==> src/rtl/pw_pkg.sv <==
`timescale 1ns/1ps
package pw_pkg;
  localparam int LA_W   = 32;
  localparam int PA_W   = 40;
  localparam int ENT_W  = 32;
  localparam int OFF_W  = 12;
  localparam int IDX_W  = 10;
  localparam int HI_W   = PA_W - LA_W;
  localparam int BIG_W  = OFF_W + IDX_W;
  localparam int PRESENT_BIT = 0;
  localparam int SIZE_BIT    = 7;
  localparam int RSVD_BIT    = BIG_W - 1;

  typedef enum logic [2:0] {
    S_IDLE, S_RD1, S_WT1, S_RD2, S_WT2, S_RESP
  } walk_state_t;

  typedef enum logic {
    FC_NOT_PRESENT = 1'b0,
    FC_RESERVED    = 1'b1
  } fault_cause_t;

  typedef enum logic [1:0] {
    EK_POINTER, EK_MAPPED, EK_FAULT
  } entry_kind_t;
endpackage

==> src/rtl/pw_entry_decode.sv <==
`timescale 1ns/1ps
module pw_entry_decode
  import pw_pkg::*;
(
  input  logic [ENT_W-1:0] entry,
  input  logic             is_leaf,
  input  logic             large_en,
  input  logic [LA_W-1:0]  lin,
  output entry_kind_t      kind,
  output fault_cause_t     cause,
  output logic [PA_W-1:0]  pa
);
  logic unused_bits;
  assign unused_bits = ^{entry[OFF_W], entry[OFF_W-1:SIZE_BIT+1], entry[SIZE_BIT-1:PRESENT_BIT+1]};

  always_comb begin
    kind  = EK_POINTER;
    cause = FC_NOT_PRESENT;
    pa    = '0;
    if (!entry[PRESENT_BIT]) begin
      kind = EK_FAULT;
    end else if (is_leaf) begin
      kind = EK_MAPPED;
      pa   = {{HI_W{1'b0}}, entry[ENT_W-1:OFF_W], lin[OFF_W-1:0]};
    end else if (large_en && entry[SIZE_BIT]) begin
      if (entry[RSVD_BIT]) begin
        kind  = EK_FAULT;
        cause = FC_RESERVED;
      end else begin
        kind = EK_MAPPED;
        pa   = {entry[RSVD_BIT-1:RSVD_BIT-HI_W], entry[ENT_W-1:BIG_W], lin[BIG_W-1:0]};
      end
    end
  end

  always_comb begin
    if (kind == EK_MAPPED && is_leaf)
      a_leaf_high_zero_r3: assert (pa[PA_W-1:LA_W] == '0);
  end
endmodule

==> src/rtl/pw_addr_gen.sv <==
`timescale 1ns/1ps
module pw_addr_gen
  import pw_pkg::*;
(
  input  logic             second,
  input  logic [LA_W-1:0]  root,
  input  logic [ENT_W-1:0] ptr,
  input  logic [LA_W-1:0]  lin,
  output logic [LA_W-1:0]  addr
);
  logic unused_bits;
  assign unused_bits = ^{root[OFF_W-1:0], ptr[OFF_W-1:0]};

  always_comb begin
    if (second)
      addr = {ptr[ENT_W-1:OFF_W], lin[BIG_W-1:OFF_W], 2'b00};
    else
      addr = {root[LA_W-1:OFF_W], lin[LA_W-1:BIG_W], 2'b00};
  end
endmodule

==> src/rtl/page_walker.sv <==
`timescale 1ns/1ps
module page_walker
  import pw_pkg::*;
(
  input  logic                clk,
  input  logic                rst_n,
  input  logic                req_valid,
  output logic                req_ready,
  input  logic [LA_W-1:0]     req_lin,
  input  logic [LA_W-1:0]     req_root,
  input  logic                req_large_en,
  output logic                mem_req,
  output logic [LA_W-1:0]     mem_addr,
  input  logic                mem_rvalid,
  input  logic [ENT_W-1:0]    mem_rdata,
  output logic                done,
  output logic                fault,
  output logic [PA_W-1:0]     phys_addr,
  output logic [1:0]          fault_level,
  output logic                fault_cause
);
  // reset: asserted asynchronously, released on a clock edge
  logic rst_s1, rst_sn;
  always_ff @(posedge clk or negedge rst_n) begin
    if (!rst_n) begin
      rst_s1 <= 1'b0;
      rst_sn <= 1'b0;
    end else begin
      rst_s1 <= 1'b1;
      rst_sn <= rst_s1;
    end
  end

  walk_state_t state_q, state_d;
  logic [LA_W-1:0]  lin_q, root_q;
  logic             large_q;
  logic [ENT_W-1:0] ptr_q;
  logic [PA_W-1:0]  res_pa_q;
  logic             res_fault_q;
  logic [1:0]       res_lvl_q;
  fault_cause_t     res_cause_q;

  logic load_req, load_ptr, load_res;
  logic is_leaf;
  entry_kind_t  dec_kind;
  fault_cause_t dec_cause;
  logic [PA_W-1:0] dec_pa;

  assign is_leaf = (state_q == S_WT2);

  pw_entry_decode u_dec (
    .entry    (mem_rdata),
    .is_leaf  (is_leaf),
    .large_en (large_q),
    .lin      (lin_q),
    .kind     (dec_kind),
    .cause    (dec_cause),
    .pa       (dec_pa)
  );

  pw_addr_gen u_addr (
    .second (state_q == S_RD2),
    .root   (root_q),
    .ptr    (ptr_q),
    .lin    (lin_q),
    .addr   (mem_addr)
  );

  always_comb begin
    state_d  = state_q;
    load_req = 1'b0;
    load_ptr = 1'b0;
    load_res = 1'b0;
    case (state_q)
      S_IDLE: if (req_valid) begin
        state_d  = S_RD1;
        load_req = 1'b1;
      end
      S_RD1: state_d = S_WT1;
      S_WT1: if (mem_rvalid) begin
        if (dec_kind == EK_POINTER) begin
          state_d  = S_RD2;
          load_ptr = 1'b1;
        end else begin
          state_d  = S_RESP;
          load_res = 1'b1;
        end
      end
      S_RD2: state_d = S_WT2;
      S_WT2: if (mem_rvalid) begin
        state_d  = S_RESP;
        load_res = 1'b1;
      end
      S_RESP: state_d = S_IDLE;
      default: state_d = S_IDLE;
    endcase
  end

  always_ff @(posedge clk or negedge rst_sn) begin
    if (!rst_sn) begin
      state_q     <= S_IDLE;
      lin_q       <= '0;
      root_q      <= '0;
      large_q     <= 1'b0;
      ptr_q       <= '0;
      res_pa_q    <= '0;
      res_fault_q <= 1'b0;
      res_lvl_q   <= 2'd0;
      res_cause_q <= FC_NOT_PRESENT;
    end else begin
      state_q <= state_d;
      if (load_req) begin
        lin_q   <= req_lin;
        root_q  <= req_root;
        large_q <= req_large_en;
      end
      if (load_ptr)
        ptr_q <= mem_rdata;
      if (load_res) begin
        res_fault_q <= (dec_kind == EK_FAULT);
        res_pa_q    <= (dec_kind == EK_FAULT) ? '0 : dec_pa;
        res_lvl_q   <= is_leaf ? 2'd2 : 2'd1;
        res_cause_q <= dec_cause;
      end
    end
  end

  assign req_ready   = (state_q == S_IDLE);
  assign mem_req     = (state_q == S_RD1) || (state_q == S_RD2);
  assign done        = (state_q == S_RESP) && !res_fault_q;
  assign fault       = (state_q == S_RESP) && res_fault_q;
  assign phys_addr   = res_pa_q;
  assign fault_level = res_lvl_q;
  assign fault_cause = res_cause_q;

  p_read_pulse_r1: assert property (@(posedge clk) disable iff (!rst_sn)
    mem_req |=> !mem_req);
  p_read_only_busy_r10: assert property (@(posedge clk) disable iff (!rst_sn)
    mem_req |-> !req_ready);
  p_accept_then_read_r1: assert property (@(posedge clk) disable iff (!rst_sn)
    (req_ready && req_valid) |=> (mem_req && !req_ready));
  p_result_pulse_r3: assert property (@(posedge clk) disable iff (!rst_sn)
    (done || fault) |=> !(done || fault));
  p_fault_zero_pa_r9: assert property (@(posedge clk) disable iff (!rst_sn)
    fault |-> (phys_addr == '0 && (fault_level == 2'd1 || fault_level == 2'd2)));
  p_exclusive_r9: assert property (@(posedge clk) disable iff (!rst_sn)
    !(done && fault));
  p_busy_result_r10: assert property (@(posedge clk) disable iff (!rst_sn)
    (done || fault) |-> !req_ready);
endmodule

==> config.mk <==
export PLATFORM = sky130hd
export DESIGN_NAME = page_walker
export DESIGN_NICKNAME = d
export VERILOG_FILES = /design/src/rtl/pw_pkg.sv /design/src/rtl/pw_entry_decode.sv /design/src/rtl/pw_addr_gen.sv /design/src/rtl/page_walker.sv
export SDC_FILE = /design/constraint.sdc
export NUM_CORES = 1
export LEC_CHECK = 0
export ABC_AREA = 1
export BUFFER_PORTS_ARGS = -buffer_cell sky130_fd_sc_hd__buf_2
export CORE_UTILIZATION = 43
export DETAILED_ROUTE_END_ITERATION = 10
export PLACE_DENSITY = 0.66
export SETUP_SLACK_MARGIN = 0.5
export SKIP_LAST_GASP = 1
export SLEW_MARGIN = 30
export SYNTH_ARGS = -nofsm -noshare
export SYNTH_HDL_FRONTEND = slang
export SYNTH_SLANG_ARGS = --single-unit
==> constraint.sdc <==
create_clock -name clk -period 7.7 [get_ports clk]
set_clock_uncertainty 0.1 [all_clocks]
set_input_delay 1.925 -clock clk [delete_from_list [all_inputs] [get_ports clk]]
set_output_delay 1.925 -clock clk [all_outputs]
set_load 0.005 [all_outputs]
==> metrics.md <==
| Metric | Value |
|---|---|
| Largest net degree at the start of global routing | `88` |
| VDD IR max | `approximately 210 uV` |
| CTS Buffer Depth | `2` |
| Synth-to-layout area growth | `23.6%` |
| WL per Instance | `14.9 um` |
| Nets | `874` |
| Slowest stage delay, CP | `0.64 ns` |
| Top-area cell type share of the netlist area | `0.546` |
| Drt initial violations | `about 250` |
| Post-synth ARST share | `1.00` |
| Chip Height | `116 um` |
| Max Cap Viol | `0` |
| Synthesized area | `5590 sq um` |
| Share of the yosys chip area belonging to registers | `0.546` |
| Core area | `12700 sq um` |
| Finish-stage setup viols | `0` |
| Worst-skew pair later-pin latency | `0.41 ns` |
| Total Routing Usage GR | `0.227` |
| Most common cell in the netlist | `nand2_1` |
| Power Density | `between 300 and 400 nW/um^2` |
| Via density | `4.89` |
| H-tree depth | `4` |
| Clk root buf | `clkbuf_16` |
| Simple-Gate Fraction of Synth Area | `0.278` |
| Critical-path maximum fanout | `32` |
| CTS Buf Count | `17` |
| Critical Path AT | `2.23 ns` |
| Via count | `4678` |
| Sink Count | `122` |
| Cts hold-fix bufs | `0` |
| Layout cells sized above 1 | `0.295` |
| Setup crit end kind | `output port` |
| Placer Congestion | `0.829` |
| Vias in the first global route | `between 4000 and 5000` |
| Global route overflow | `0` |
| DRT antenna net count | `0` |
| WP buf/inv | `1` |
| First-pass GRT wire length | `between 20000 and 25000 um` |
| RSZ-0062 raised after global routing | `no` |
| Post-synthesis mux area share | `0.0598` |
| Post-Route WL | `14200 um` |
| Outcome | `finished clean` |
| Post-Syn Area per Cell | `8.76 sq um` |
| Post-synth top area cell | `dfrtp_1` |
| Main combinational cell family by area after synthesis | `simple AND/OR/NAND/NOR gates` |
| Crit path max-delay family | `simple AND/OR/NAND/NOR gates` |
| Slowest CP cell | `nand2_2` |
| Compound-cell area share of the yosys netlist | `0.0521` |
| CP required | `between 5 and 6 ns` |
| Die ar. | `about 13000 sq um` |
| Tmin final | `4.25 ns` |
| HPWL after DPL | `9500 um` |
| Post-synth EDFFs | `0` |
| CP Cell Sequence | `nor2_2 > nand2_2 > mux2_2 > buf_2` |
| Synth Instances | `638` |
| CTS tree | `yes` |
| Setup TNS | `0 ns` |
| FF+latch count, synth | `122` |
| Hold WC Path Type | `reg -> async` |
| Chip width | `116 um` |
| Post-CTS sizing | `0` |
| LEAKAGE | `3.71 nW` |
| CP Launch Type | `flip-flop` |
| Post-CTS Setup Bufs | `0` |
| DR DRC count | `0` |
| Final Max Tran Viols | `0` |
| Hold Violations, Final | `0` |
| Detailed Routing Iterations Pass 1 | `5` |
| Period utilisation layout | `0.552` |
| Largest cells by area after synthesis | `dfrtp_1 (55%), nand2_1 (16%), nand3_1 (8.5%), mux2_2 (5.4%), o21ai_1 (3.3%)` |
| I/O Buffers | `between 150 and 200` |
| Post-synthesis cell type count | `25` |
| Fin util | `0.545` |
| Initial Util | `0.441` |
| Post-Synth XOR/XNOR Area | `0` |
| Synth Area in Adders | `0` |
| Top FF cell, synth | `dfrtp_1` |
| CP Class | `reg -> out` |
| Max-slew headroom | `0.423` |
| Slew @ Worst Pin | `0.862 ns` |
| Cell Rows | `41` |
| Num ports | `180` |
| Antenna violations before repair | `1` |
| Yosys warning count | `0` |
| Top post-synthesis cells by count | `nand2_1 (240), dfrtp_1 (122), nand3_1 (95)` |
| Reg clk slew, reported paths | `0.05 ns` |
| Max Fclk | `approximately 240 MHz` |
-- registers in the layout (all words and copies together), names as in the netlist --
signal and count:
large_q 1, root_q 20, rst_sn 1, state_q 3, ptr_q 20, lin_q 32, res_fault_q 1, fault_cause 1
phys_addr 40, rst_s1 1, fault_level 2
-- layout make-up --
cell class,instances,area (sq um)
sequential,122,3060
antenna,1,2.50
fill,1232,5760
inverter,21,78.8
clock inverter,2,10.0
tap,172,215
multi-input combinational,451,2210
timing repair buffer,160,817
clock buffer,27,523
-- path summary, 6_finish.rpt --
check,startpoint,end,slack [ns],cells after the start
setup / recovery,state_q[2]$_DFFE_PN0P_,mem_addr[17],3.45,4
hold / removal,rst_sn$_DFF_PN0_,lin_q[25]$_DFFE_PN0P_,0.19,0
setup reg to reg,state_q[2]$_DFFE_PN0P_,ptr_q[25]$_DFFE_PN0P_,5.34,7
hold reg to reg,rst_sn$_DFF_PN0_,lin_q[25]$_DFFE_PN0P_,0.19,0
max in group asynchronous,rst_sn$_DFF_PN0_,phys_addr[8]$_DFFE_PN0P_,6.18,1
min in group clk,rst_s1$_DFF_PN0_,rst_sn$_DFF_PN0_,0.25,0
-- cells by family (layout without fill, tap and decap cells) --
| group | after synthesis | in the layout |
|---|---|---|
| and+or+nand+nor | 363 | 363 |
| DFF | 122 | 122 |
| buffers and inverters | 66 | 210 |
| AOI/OAI and AO/OA | 56 | 56 |
| muxes | 29 | 29 |
| other | 2 | 4 |
-- through the flow --
step	std cells	area (sq um)	total power, mW	worst slack [ns]	hold WS [ns]
2_1_floorplan	639	5590	1.59	3.95	0.231
6_report	956	6910	2.59	3.45	0.194
4_1_cts	955	6910	2.62	3.42	0.228
5_1_grt	956	6910	2.78	3.34	0.248
3_3_place_gp	926	6370	1.86	3.78	0.208
3_5_place_dp	926	6370	1.89	3.67	0.218
-- cells in the final DEF, fill, tap and decap left out --
cell       count
a21oi_1        2
buf_2        155
buf_4          4
buf_6          1
clkbuf_1       4
clkbuf_16     17
clkbuf_8       6
clkinv_2       2
conb_1         3
dfrtp_1      121
dfrtp_4        1
diode_2        1
inv_1         19
inv_2          2
mux2_2        27
mux2_4         2
nand2_1      239
nand2_2        2
nand2_4        3
nand3_1       95
nand3_2        1
nand4_1        1
nand4_4        1
nor2_1         9
nor2_2         1
nor2_4         3
nor3_1         8
o21ai_0       14
o21ai_1       37
o21ai_2        3
-- where the power goes --
part	internal, mW	switching [mW]
sequential	0.884	0.147
combinational	0.355	0.489
clock	0.456	0.260
total	1.69	0.895
-- per-layer routing --
layer	up-vias	global-route usage	wire length, um
met5	-	0	0
met4	0	0.105	279
met3	20	0.0507	868
met2	166	0.348	6690
met1	2151	0.307	6400
li1	2341	-	-
No activity file was read; power rests on OpenSTA's default activity.
